===== src/rtl/pbus_write_pkg.sv =====
package pbus_write_pkg;

  // Write progress through the bus cycle.
  typedef enum logic [2:0] {
    PH_IDLE    = 3'd0,
    PH_SETUP   = 3'd1,
    PH_DRIVE   = 3'd2,
    PH_RELEASE = 3'd3,
    PH_DONE    = 3'd4
  } phase_e;

  // Control pin group; member order is the order the controller sees.
  typedef struct packed {
    logic cs_n;
    logic rd_n;
    logic wr_n;
    logic rs;
  } ctl_grp_t;

  function automatic ctl_grp_t grp_open(input logic is_param);
    ctl_grp_t g;
    g.cs_n = 1'b0;
    g.rd_n = 1'b1;
    g.wr_n = 1'b0;
    g.rs   = is_param;
    return g;
  endfunction

  function automatic ctl_grp_t grp_close(input logic is_param);
    ctl_grp_t g;
    g.cs_n = 1'b1;
    g.rd_n = 1'b1;
    g.wr_n = 1'b1;
    g.rs   = is_param;
    return g;
  endfunction

endpackage


===== src/rtl/pbus_reset_sync.sv =====
module pbus_reset_sync #(
  parameter int STAGES = 2
) (
  input  logic clk,
  input  logic arst_n,
  output logic srst_n
);

  logic [STAGES-1:0] chain_q;
  logic [STAGES-1:0] chain_d;

  always_comb begin
    chain_d = {chain_q[STAGES-2:0], 1'b1};
  end

  always_ff @(posedge clk or negedge arst_n) begin
    if (!arst_n) chain_q <= '0;
    else         chain_q <= chain_d;
  end

  assign srst_n = chain_q[STAGES-1];

endmodule


===== src/rtl/pbus_hold_timer.sv =====
module pbus_hold_timer #(
  parameter int HOLD_CYCLES = 10
) (
  input  logic clk,
  input  logic rst_n,
  input  logic load,
  output logic expired
);

  localparam int CW = (HOLD_CYCLES > 1) ? $clog2(HOLD_CYCLES) : 1;
  localparam logic [CW-1:0] RELOAD = CW'(HOLD_CYCLES - 1);

  logic [CW-1:0] cnt_q;
  logic [CW-1:0] cnt_d;
  logic          cnt_en;

  always_comb begin
    cnt_en = load || (cnt_q != '0);
    if (load) cnt_d = RELOAD;
    else      cnt_d = cnt_q - 1'b1;
  end

  always_ff @(posedge clk or negedge rst_n) begin
    if (!rst_n)      cnt_q <= '0;
    else if (cnt_en) cnt_q <= cnt_d;
  end

  assign expired = (cnt_q == '0);

  // each phase counts down one step per clock until it expires
  a_r4_count_down: assert property (@(posedge clk) disable iff (!rst_n)
    (!load && cnt_q != '0) |=> (cnt_q == $past(cnt_q) - 1'b1));

  // a loaded timer never reports expiry on the next cycle unless hold is 1
  a_r4_load_value: assert property (@(posedge clk) disable iff (!rst_n)
    load |=> (cnt_q == RELOAD));

endmodule


===== src/rtl/pbus_phase_seq.sv =====
module pbus_phase_seq
  import pbus_write_pkg::*;
(
  input  logic   clk,
  input  logic   rst_n,
  input  logic   start,
  input  logic   expired,
  output phase_e phase_q,
  output phase_e phase_d,
  output logic   timer_load,
  output logic   done,
  output logic   idle
);

  always_comb begin
    phase_d    = phase_q;
    timer_load = 1'b0;
    unique case (phase_q)
      PH_IDLE: begin
        if (start) begin
          phase_d    = PH_SETUP;
          timer_load = 1'b1;
        end
      end
      PH_SETUP: begin
        if (expired) begin
          phase_d    = PH_DRIVE;
          timer_load = 1'b1;
        end
      end
      PH_DRIVE: begin
        if (expired) begin
          phase_d    = PH_RELEASE;
          timer_load = 1'b1;
        end
      end
      PH_RELEASE: begin
        if (expired) phase_d = PH_DONE;
      end
      PH_DONE: phase_d = PH_IDLE;
      default: phase_d = PH_IDLE;
    endcase
  end

  always_ff @(posedge clk or negedge rst_n) begin
    if (!rst_n) phase_q <= PH_IDLE;
    else        phase_q <= phase_d;
  end

  assign done = (phase_q == PH_DONE);
  assign idle = (phase_q == PH_IDLE);

  // completion lasts exactly one clock and is followed by idle
  a_r7_done_single: assert property (@(posedge clk) disable iff (!rst_n)
    done |=> (!done && idle));

  // a write leaves idle only through setup
  a_r7_enter_setup: assert property (@(posedge clk) disable iff (!rst_n)
    (idle && start) |=> (phase_q == PH_SETUP));

endmodule


===== src/rtl/pbus_pin_driver.sv =====
module pbus_pin_driver
  import pbus_write_pkg::*;
#(
  parameter int DATA_W = 8
) (
  input  logic              clk,
  input  logic              rst_n,
  input  phase_e            phase_q,
  input  phase_e            phase_d,
  input  logic [DATA_W-1:0] req_data,
  input  logic              req_type,
  output logic [DATA_W-1:0] bus_data,
  output ctl_grp_t          ctl
);

  logic [DATA_W-1:0] byte_q;
  logic [DATA_W-1:0] bus_q;
  ctl_grp_t          ctl_q;
  ctl_grp_t          ctl_d;
  logic              take_req;
  logic              put_byte;
  logic              ctl_en;

  always_comb begin
    take_req = (phase_q == PH_IDLE)  && (phase_d == PH_SETUP);
    put_byte = (phase_q == PH_SETUP) && (phase_d == PH_DRIVE);
    ctl_en   = take_req || ((phase_q == PH_DRIVE) && (phase_d == PH_RELEASE));
    if (take_req) ctl_d = grp_open(req_type);
    else          ctl_d = grp_close(ctl_q.rs);
  end

  always_ff @(posedge clk or negedge rst_n) begin
    if (!rst_n)        byte_q <= '0;
    else if (take_req) byte_q <= req_data;
  end

  always_ff @(posedge clk or negedge rst_n) begin
    if (!rst_n)        bus_q <= '0;
    else if (put_byte) bus_q <= byte_q;
  end

  always_ff @(posedge clk or negedge rst_n) begin
    if (!rst_n)      ctl_q <= grp_close(1'b0);
    else if (ctl_en) ctl_q <= ctl_d;
  end

  assign bus_data = bus_q;
  assign ctl      = ctl_q;

  // the byte is steady across the write strobe rising edge
  a_r5_bus_stable_at_latch: assert property (@(posedge clk) disable iff (!rst_n)
    $rose(ctl_q.wr_n) |-> ($stable(bus_q) && $stable(ctl_q.rs)));

  // chip select and write strobe rise on the same edge
  a_r5_cs_with_wr: assert property (@(posedge clk) disable iff (!rst_n)
    $rose(ctl_q.wr_n) |-> $rose(ctl_q.cs_n));

  // the bus changes only while chip select is low
  a_r4_bus_inside_select: assert property (@(posedge clk) disable iff (!rst_n)
    !$stable(bus_q) |-> !ctl_q.cs_n);

endmodule


===== src/rtl/pbus_write_engine.sv =====
module pbus_write_engine
  import pbus_write_pkg::*;
#(
  parameter int DATA_W      = 8,
  parameter int HOLD_CYCLES = 10
) (
  input  logic              clk,
  input  logic              rst_n,
  input  logic              req_valid,
  output logic              req_ready,
  input  logic [DATA_W-1:0] req_data,
  input  logic              req_type,
  output logic              wr_done,
  output logic [DATA_W-1:0] bus_data,
  output logic              cs_n,
  output logic              rd_n,
  output logic              wr_n,
  output logic              rs
);

  logic     srst_n;
  logic     start;
  logic     expired;
  logic     timer_load;
  logic     seq_idle;
  phase_e   phase_q;
  phase_e   phase_d;
  ctl_grp_t ctl;

  pbus_reset_sync #(.STAGES(2)) u_rst (
    .clk    (clk),
    .arst_n (rst_n),
    .srst_n (srst_n)
  );

  pbus_hold_timer #(.HOLD_CYCLES(HOLD_CYCLES)) u_timer (
    .clk     (clk),
    .rst_n   (srst_n),
    .load    (timer_load),
    .expired (expired)
  );

  pbus_phase_seq u_seq (
    .clk        (clk),
    .rst_n      (srst_n),
    .start      (start),
    .expired    (expired),
    .phase_q    (phase_q),
    .phase_d    (phase_d),
    .timer_load (timer_load),
    .done       (wr_done),
    .idle       (seq_idle)
  );

  pbus_pin_driver #(.DATA_W(DATA_W)) u_pins (
    .clk      (clk),
    .rst_n    (srst_n),
    .phase_q  (phase_q),
    .phase_d  (phase_d),
    .req_data (req_data),
    .req_type (req_type),
    .bus_data (bus_data),
    .ctl      (ctl)
  );

  assign req_ready = seq_idle && srst_n;
  assign start     = req_valid && req_ready;
  assign cs_n      = ctl.cs_n;
  assign rd_n      = ctl.rd_n;
  assign wr_n      = ctl.wr_n;
  assign rs        = ctl.rs;

  // an accepted request opens the group with the requested select level
  a_r3_open_group: assert property (@(posedge clk) disable iff (!srst_n)
    (req_valid && req_ready) |=> (!cs_n && !wr_n && rd_n && (rs == $past(req_type))));

  // no handshake while the strobe is active
  a_r2_busy_not_ready: assert property (@(posedge clk) disable iff (!srst_n)
    !wr_n |-> !req_ready);

  // an idle cycle without a request leaves bus and select untouched
  a_r8_idle_hold: assert property (@(posedge clk) disable iff (!srst_n)
    (req_ready && !req_valid) |=> ($stable(bus_data) && $stable(rs) && cs_n && wr_n));

  // ready returns exactly one clock after completion
  a_r7_ready_after_done: assert property (@(posedge clk) disable iff (!srst_n)
    wr_done |=> req_ready);

endmodule


===== config.mk =====
export PLATFORM = sky130hd
export DESIGN_NAME = pbus_write_engine
export DESIGN_NICKNAME = d
export VERILOG_FILES = /design/src/rtl/pbus_write_pkg.sv /design/src/rtl/pbus_reset_sync.sv /design/src/rtl/pbus_hold_timer.sv /design/src/rtl/pbus_phase_seq.sv /design/src/rtl/pbus_pin_driver.sv /design/src/rtl/pbus_write_engine.sv
export SDC_FILE = /design/constraint.sdc
export NUM_CORES = 1
export LEC_CHECK = 0
export BUFFER_PORTS_ARGS = -buffer_cell sky130_fd_sc_hd__buf_4
export CAP_MARGIN = 15
export CORE_ASPECT_RATIO = 2
export CORE_MARGIN = 4
export CORE_UTILIZATION = 45
export DETAILED_ROUTE_END_ITERATION = 16
export HOLD_SLACK_MARGIN = 0.12
export MAX_ROUTING_LAYER = met4
export PLACE_DENSITY = 0.7
export SYNTH_ARGS = -nofsm -noshare
export SYNTH_HDL_FRONTEND = slang
export SYNTH_SLANG_ARGS = --single-unit

===== constraint.sdc =====
create_clock -name clk -period 3.47 [get_ports clk]
set_clock_uncertainty 0.15 [all_clocks]
set_input_delay 0.1735 -clock clk [delete_from_list [all_inputs] [get_ports clk]]
set_output_delay 0.1735 -clock clk [all_outputs]
set_load 0.1 [all_outputs]

==> flow_metrics.py, run 1 <==
metrics = {
    "outcome": {
        "status": "finished, final reports clean",
    },
    "timing": {
        "setup_tns_ns": 0,
        "worstMarginPinSlew_ns": 0.510,
        "relSlewSlack_pct": 65.9,
        "hold_viol": 0,
        "post-route-period-util_pct": 72.4,
        "hold_ws_ns": 0.221,
        "fin_crit_ns": 2.51,
        "fmax_mhz": 398,
        "rsz0062_at_grt": "false",
        "slew_viol_final": 0,
        "setup_viol": 0,
    },
    "logic_synthesis": {
        "netlist_area_sq_um": 1180,
        "synth-async-reset-ratio_pct": 100,
        "synth_area_leader_cell": "dfrtp_1",
        "syn_area_per_cell_sq_um": 14.4,
        "synth.distinct_cells": 27,
        "synth.area.top_cells": "dfrtp_1, mux2_2, mux2_4, mux2i_1, nor3b_1",
        "synth_top_area_share_pct": 55.1,
        "yosysWarnings": 0,
        "syn_inst": 82,
        "seq_area_frac_synth_pct": 57.4,
        "ys_ff_latch": 27,
        "synthFlopType": "dfrtp_1",
        "synth_edf_count": 0,
    },
    "cells_and_area": {
        "drive_above_1_share_pct": 41.3,
        "syn_to_final_growth_pct": 30.9,
        "utilization_pct": 60.8,
        "nets": 135,
        "design_area_sq_um": 1540,
        "n_antenna_cell": 0,
    },
    "drt": {
        "route.vias.total": 758,
        "via_per_inst": 5.09,
        "remaining_drc_errors": 0,
        "drt_iter0_drc": 6,
        "drt_wl_total_mm": 2.25,
        "dr.pass1.iters": 2,
        "ant_nets": 0,
        "wl_per_cell_um": 15.1,
    },
    "worst_setup_path": {
        "cp_data_required_time_ns": 3.48,
        "worst-path-stages": 5,
        "ff2ff_path_depth": 5,
        "crit_slowest_cell": "dlygate4sd3_1",
        "critPathLaunchType": "flip-flop",
        "worstSetupPathType": "reg -> reg",
        "crit_family": "buffers and inverters",
        "crit_buf_inv": 2,
        "end_kind": "flip-flop",
        "cp.arrival_ns": 2.52,
        "crit_fanout": 26,
        "cp_slowest_stage_delay_ns": 0.54,
        "cp_cell_sequence": "dlygate4sd3_1, buf_4, nor4b_4, nand2_2, mux2_4",
    },
    "global_route": {
        "grt_pass1_wl_mm": 3.92,
        "grt_pass1_vias": 838,
        "met2_usage_pct": 26.9,
        "grt-busiest-layer": "met2",
        "use_met1_pct": 16.5,
        "met3_usage_pct": 2.47,
        "grt_max_degree": 27,
        "grt_overflow": 0,
        "gr-usage-all-layers_pct": 15.6,
        "antenna_found_initial": 0,
    },
    "die": {
        "core_area_sq_um": 2540,
        "die_area_sq_um": 3550,
        "io_pins": 26,
        "start_util_pct": 46.5,
        "fp-row-count": 26,
        "die_h_um": 80.4,
        "die-width_um": 44.2,
    },
    "clock_network": {
        "h-tree-depth": 1,
        "cts_tree": "yes",
        "root_buffer": "clkbuf_8",
        "cts.sinks": 27,
        "post_cts_resize_count": 0,
        "clockBufferDepth": 2,
        "clk_pin_slew_ns": 0.09,
        "cts-buffers-inserted": 3,
        "clk-insertion-delay-late_ns": 0.27,
    },
    "place": {
        "io_buffer_count": 24,
        "gp_congestion": 0.670,
        "hpwl_mm": 1.59,
        "place_area_sq_um": 1370,
    },
    "hold_path": {
        "hold_class": "reg -> reg",
        "whs_path_depth": 0,
    },
    "job": {
        "cap_violations": 0,
    },
    "power_and_ir_drop": {
        "power_density_nw_per_um2": 930,
        "leakagePower_nw": 0.755,
        "total_power_w": 0.00144,
        "vdd_drop_max_mv": 0.432,
    },
}
-- routing by layer --
layer  vias to the layer above  wire, um
li1                        359         -
met1                       377       829
met2                        17      1280
met3                         5        85
met4                         0        52
met5                         -         0
-- metrics by stage --
step	setup WS (ns)	std cells
global placement	1.36	132
global route	0.807	149
CTS	0.914	149
finish	0.959	149
detailed placement	1.25	132
floorplan	0.397	83
-- cells in the final DEF (no fill, tap or decap) --
cell type	instances
nand3_1	1
ha_1	1
a21oi_1	3
mux2i_1	3
conb_1	2
dfstp_2	1
nand2_1	1
nor2b_1	2
nor4b_4	1
and4bb_2	1
and3b_1	1
nor3b_1	4
clkbuf_1	1
dfrtp_1	26
nor3b_4	1
nor2_1	5
o211ai_1	1
nand4_1	1
mux2_4	6
buf_4	25
o21ai_0	1
o211a_1	1
dlygate4sd3_1	13
xnor2_1	1
inv_1	2
nor3_1	1
mux2_2	11
clkbuf_8	3
nand2_2	1
-- path summary, 6_finish.rpt --
| path | from | to | slack (ns) |
|---|---|---|---|
| worst max-delay path | u_rst.chain_q[1] | u_pins.byte_q[1] | 0.96 |
| worst min-delay path | u_rst.chain_q[0] | u_rst.chain_q[1] | 0.22 |
| worst max register to register | u_rst.chain_q[1] | u_pins.byte_q[1] | 0.96 |
| worst min register to register | u_rst.chain_q[0] | u_rst.chain_q[1] | 0.22 |
| max in group asynchronous | u_rst.chain_q[1] | u_pins.ctl[3] | 2.25 |
| min in group asynchronous | rst_n | u_rst.chain_q[0] | 0.60 |
-- what timing repair did --
action / CTS / global route
hold endpoints to repair: 37 / 0
hold buffers: 13 / 0
setup buffers: 0 / 0
-- sequential cells by signal (all words and copies together) (netlist names) --
register and cells:
u_pins.byte_q 8, u_timer.cnt_q 4, u_pins.ctl 2, u_pins.bus_data 8
u_seq.phase_q 3, u_rst.chain_q 2
-- cell type report --
class | instances | area, sq um
Fill cell | 217 | 993
Multi-Input combinational cell | 50 | 462
Timing Repair Buffer | 38 | 318
Tap cell | 28 | 35.0
Sequential cell | 27 | 677
Clock buffer | 4 | 45.0
Inverter | 2 | 7.51
-- power by group --
group | switching, W | internal [W]
Combinational | 0.000466 | 0.000257
Sequential | 0.000100 | 0.000438
Clock | 0.0000920 | 0.0000822
Total | 0.000659 | 0.000777
-- synth_stat cells, types with 2 or more instances --
cell type	count
nor3b_1	4
a21oi_1	3
dfrtp_1	26
buf_6	2
buf_4	2
nor2_1	5
inv_1	2
nor2b_1	2
mux2_4	6
mux2_2	11
mux2i_1	3
-- worst register-to-register path, cell delays in order (launching register included) --
cell and delay [ns]:
dfrtp_1 0.32, dlygate4sd3_1 0.54, buf_4 0.32, nor4b_4 0.37, nand2_2 0.32, mux2_4 0.38
-- cell families after synthesis --
kind of cell    share of synthesized area (%)
fa+ha+maj                                1.06
simple gates                             12.8
flops                                    57.4
buf+inv                                  3.82
other cells                             0.318
xor+xnor                                0.742
compound gates                           3.18
mux                                      20.7
No activity file was read; power rests on OpenSTA's default activity.
==> run 2: changes to the inputs <==
==> constraint.sdc (replaced) <==
create_clock -name clk -period 2.5 [get_ports clk]
set_clock_uncertainty 0.15 [all_clocks]
set_input_delay 0.125 -clock clk [delete_from_list [all_inputs] [get_ports clk]]
set_output_delay 0.125 -clock clk [all_outputs]
set_load 0.1 [all_outputs]
==> run 2 against run 1 <==
Compared with the run above: global-route usage fell by 0.81 points; highest routed layer unchanged; flip-flop and latch count did not move; maximum frequency grew 29%.
==> flow_metrics.py, run 2 (synthesis results as in run 1) <==
metrics = {
    "global_route": {
        "grt_max_degree": 26,
        "antenna_found_initial": 0,
        "grt_overflow": 0,
        "gr-usage-all-layers_pct": 14.8,
        "grt_pass1_vias": 788,
        "grt_pass1_wl_mm": 3.67,
    },
    "timing": {
        "setup_tns_ns": 0,
        "post-route-period-util_pct": 77.8,
        "fmax_mhz": 514,
        "hold_viol": 0,
        "setup_viol": 0,
        "fin_crit_ns": 1.94,
        "rsz0062_at_grt": "false",
        "hold_ws_ns": 0.159,
        "slew_viol_final": 0,
    },
    "place": {
        "gp_congestion": 0.692,
        "io_buffer_count": 24,
        "hpwl_mm": 1.62,
    },
    "clock_network": {
        "cts_tree": "yes",
        "clk_pin_slew_ns": 0.09,
        "h-tree-depth": 1,
        "clockBufferDepth": 2,
        "clk-insertion-delay-late_ns": 0.27,
        "root_buffer": "clkbuf_8",
        "cts-buffers-inserted": 3,
        "cts.sinks": 27,
    },
    "cells_and_area": {
        "drive_above_1_share_pct": 43.8,
        "utilization_pct": 61.1,
        "n_antenna_cell": 0,
        "multi_input_area_sq_um": 467,
        "fillers": 212,
        "layout_commonest_cell": "buf_4",
        "seqCellArea_sq_um": 681,
        "nets": 135,
        "syn_to_final_growth_pct": 31.4,
        "layout.cells.most_common_list": "buf_4, dfrtp_1, dlygate4sd3_1, mux2_2, mux2_4",
    },
    "power_and_ir_drop": {
        "leakagePower_nw": 0.755,
        "power_density_nw_per_um2": 1290,
        "vdd_drop_max_mv": 1.08,
    },
    "outcome": {
        "status": "finished, final reports clean",
    },
    "die": {
        "die_area_sq_um": 3550,
        "fp-row-count": 26,
        "die_h_um": 80.4,
        "die-width_um": 44.2,
        "start_util_pct": 46.5,
        "core_area_sq_um": 2540,
        "io_pins": 26,
    },
    "worst_setup_path": {
        "ff2ff_path_depth": 6,
        "worstSetupPathType": "reg -> reg",
        "cp.arrival_ns": 1.96,
        "crit_fanout": 11,
        "critPathLaunchType": "flip-flop",
        "end_kind": "flip-flop",
        "cp_data_required_time_ns": 2.51,
    },
    "hold_path": {
        "hold_class": "reg -> async",
    },
    "job": {
        "cap_violations": 0,
    },
    "drt": {
        "ant_nets": 0,
        "drt_iter0_drc": 11,
        "via_per_inst": 5.13,
        "drt_wl_total_mm": 2.18,
        "wl_per_cell_um": 14.6,
        "dr.pass1.iters": 2,
        "route.vias.total": 764,
        "remaining_drc_errors": 0,
    },
}
[run 2: cell count changes in the layout (fill, tap and decap cells not counted)]
| cell | previous run | this run |
|---|---|---|
| buf_4 | 25 | 26 |
| dfrtp_1 | 26 | 25 |
| dfrtp_4 | 0 | 1 |
| dlygate4sd3_1 | 13 | 12 |
| nor3b_1 | 4 | 3 |
| nor3b_2 | 0 | 1 |
[run 2: worst max-delay path, stage by stage, from the launching register on]
cell,delay [ns]
dfrtp_1,0.40
inv_1,0.08
ha_1,0.23
nor3b_4,0.36
nand3_1,0.13
buf_4,0.20
mux2_2,0.28
[run 2: path summary, 6_finish.rpt]
kind | start | to | slack [ns]
max | u_timer.cnt_q[0] | u_pins.bus_data[3] | 0.56
min | u_rst.chain_q[1] | u_seq.phase_q[1] | 0.16
max reg2reg | u_timer.cnt_q[0] | u_pins.bus_data[3] | 0.56
min reg2reg | u_rst.chain_q[1] | u_seq.phase_q[1] | 0.16
max in group asynchronous | rst_n | u_rst.chain_q[1] | 1.50
min in group clk | u_rst.chain_q[0] | u_rst.chain_q[1] | 0.22
[run 2: power breakdown]
group	leakage, nW	total (W)	internal (W)	switching [W]
clock network	0.0228	0.000247	0.000114	0.000133
logic	0.397	0.00100	0.000357	0.000645
registers	0.335	0.000752	0.000608	0.000144
[run 2: layout make-up]
class | count | share of cell area, %
Clock buffer | 4 | 2.91
Inverter | 2 | 0.484
Multi-Input combinational cell | 50 | 30.1
Sequential cell | 27 | 43.9
Tap cell | 28 | 2.26
Timing Repair Buffer | 38 | 20.3
[run 2: per-stage QoR]
step	area [sq um]	total power, W	cells	worst slack, ns
3_3_place_gp	1390	0.00172	133	0.658
5_1_grt	1550	0.00211	149	0.444
2_1_floorplan	1190	0.00156	83	-0.230
3_5_place_dp	1390	0.00176	133	0.558
6_report	1550	0.00200	149	0.555
4_1_cts	1550	0.00202	149	0.546
[run 2: what timing repair did]
action                                 in CTS  in global routing
hold buffers                               12                  0
resized for setup                           0                  0
endpoints found under the hold margin      13                  0
buffers inserted                            0                  0
[run 2: metal layers]
metal | up-vias | global-route usage (%) | wire [um]
li1 | 360 | - | -
met1 | 382 | 17.4 | 818
met2 | 17 | 23.5 | 1220
met3 | 5 | 2.91 | 89
met4 | 0 | 7.25 | 48
met5 | - | - | 0
==> run 3: changes to the inputs <==
==> constraint.sdc (replaced) <==
create_clock -name clk -period 1.86 [get_ports clk]
set_clock_uncertainty 0.15 [all_clocks]
set_input_delay 0.093 -clock clk [delete_from_list [all_inputs] [get_ports clk]]
set_output_delay 0.093 -clock clk [all_outputs]
set_load 0.1 [all_outputs]
==> run 3 against run 2 <==
Compared with the run above: design area up 3.0%; non-clock buffer count up 4; clock power up 40%; global-route usage up 0.072 points; power up 38%; worst hold slack better by 0.027 ns; via count up 2.7%; register-to-register slack worse by 0.40 ns; clock-buffer cell count down 1; core utilization up 1.8 points; flip-flop and latch count unchanged; critical path type is now reg -> out; highest routed layer unchanged.
==> flow_metrics.py, run 3 (synthesis results as in run 1) <==
metrics = {
    "outcome": {
        "status": "finished, final reports clean",
    },
    "timing": {
        "fin_crit_ns": 1.78,
        "post-route-period-util_pct": 95.6,
        "setup_viol": 0,
        "rsz0062_at_grt": "false",
        "relSlewSlack_pct": 64.1,
        "fmax_mhz": 562,
        "slew_viol_final": 0,
        "hold_viol": 0,
        "worstMarginPinSlew_ns": 0.538,
    },
    "clock_network": {
        "cts-buffers-inserted": 3,
        "clockBufferDepth": 2,
        "cts_tree": "yes",
        "cts_setup_buffers": 0,
        "root_buffer": "clkbuf_8",
        "clk-insertion-delay-late_ns": 0.27,
        "clk_pin_slew_ns": 0.10,
        "h-tree-depth": 1,
        "cts.sinks": 27,
    },
    "drt": {
        "dr.pass1.iters": 2,
        "wl_per_cell_um": 14.5,
        "via_per_inst": 5.13,
        "route.vias.total": 785,
        "ant_nets": 0,
        "remaining_drc_errors": 0,
        "drt_wl_total_mm": 2.22,
        "drt_iter0_drc": 16,
    },
    "worst_setup_path": {
        "cp_slowest_stage_delay_ns": 0.47,
        "cp_data_required_time_ns": 1.62,
        "worstSetupPathType": "reg -> out",
        "critPathLaunchType": "flip-flop",
        "end_kind": "output port",
        "crit_family": "flip-flops",
        "crit_slowest_cell": "dfrtp_1",
        "crit_buf_inv": 1,
        "cp_cell_sequence": "nor4b_4, buf_4",
        "cp.arrival_ns": 1.54,
        "crit_fanout": 7,
    },
    "job": {
        "cap_violations": 0,
    },
    "die": {
        "start_util_pct": 46.5,
        "fp-row-count": 26,
        "die-width_um": 44.2,
        "core_area_sq_um": 2540,
        "die_h_um": 80.4,
        "io_pins": 26,
        "die_area_sq_um": 3550,
    },
    "cells_and_area": {
        "design_area_sq_um": 1600,
        "nets": 139,
        "layout.cells.most_common_list": "buf_4, dfrtp_1, dlygate4sd3_1, mux2_2, mux2_4",
        "instances_no_fill": 153,
        "drive_above_1_share_pct": 46.4,
        "layout_commonest_cell": "buf_4",
        "syn_to_final_growth_pct": 35.3,
        "n_antenna_cell": 0,
    },
    "place": {
        "io_buffer_count": 24,
        "place_area_sq_um": 1420,
        "hpwl_mm": 1.61,
        "gp_congestion": 0.748,
        "dp.cells": 137,
    },
    "power_and_ir_drop": {
        "leakagePower_nw": 0.789,
        "total_power_w": 0.00277,
        "vdd_drop_max_mv": 1.31,
        "power_density_nw_per_um2": 1730,
    },
    "global_route": {
        "grt_max_degree": 26,
        "antenna_found_initial": 0,
        "grt_overflow": 0,
        "grt_pass1_vias": 872,
        "gr-usage-all-layers_pct": 14.9,
        "grt_pass1_wl_mm": 3.88,
    },
    "hold_path": {
        "hold_class": "reg -> async",
    },
}
==> run 3: metrics by stage <==
step	utilization [%]	hold WS [ns]	setup slack, ns	setup TNS, ns
2_1_floorplan	-	-0.353	-0.870	-10.63
3_3_place_gp	56.0	-0.273	0.140	0
3_5_place_dp	56.0	-0.271	0.103	0
4_1_cts	62.7	0.201	0.0811	0
5_1_grt	62.9	0.218	0.00311	0
6_report	62.9	0.185	0.0815	0
==> run 3: final cells by class <==
type                       count  area (sq um)
inverter                       2          7.51
multi-input combinational     50           478
sequential                    27           681
clock buffer                   3          41.3
fill                         220           941
clock inverter                 1          8.76
timing repair buffer          42           345
tap                           28          35.0
==> run 3: what timing repair did <==
action                                  CTS  global route
hold buffers                             12             0
endpoints found under the setup margin    0             5
resized for setup                         0             1
hold endpoints to repair                 13             0
==> run 3: worst paths after layout <==
path / startpoint / end / slack [ns] / cells after the start
min in group clk: u_rst.chain_q[0] / u_rst.chain_q[1] / 0.21 / 0
worst min-delay path: u_rst.chain_q[1] / u_pins.byte_q[1] / 0.19 / 1
worst min register to register: u_rst.chain_q[1] / u_pins.byte_q[1] / 0.19 / 1
max in group asynchronous: rst_n / u_rst.chain_q[1] / 0.91 / 3
worst max-delay path: u_seq.phase_q[2] / req_ready / 0.08 / 2
worst max register to register: u_timer.cnt_q[0] / u_pins.bus_data[7] / 0.16 / 6
==> run 3: power by group <==
part	leakage [nW]	internal [W]	switching, W
combinational	0.428	0.000529	0.000918
clock	0.0261	0.000157	0.000188
sequential	0.335	0.000817	0.000159
==> run 3: routing by layer <==
layer | global-route usage (%) | wire, um
met1 | 17.9 | 844
met5 | - | 0
met4 | 5.74 | 47
met3 | 2.69 | 86
met2 | 24.1 | 1240
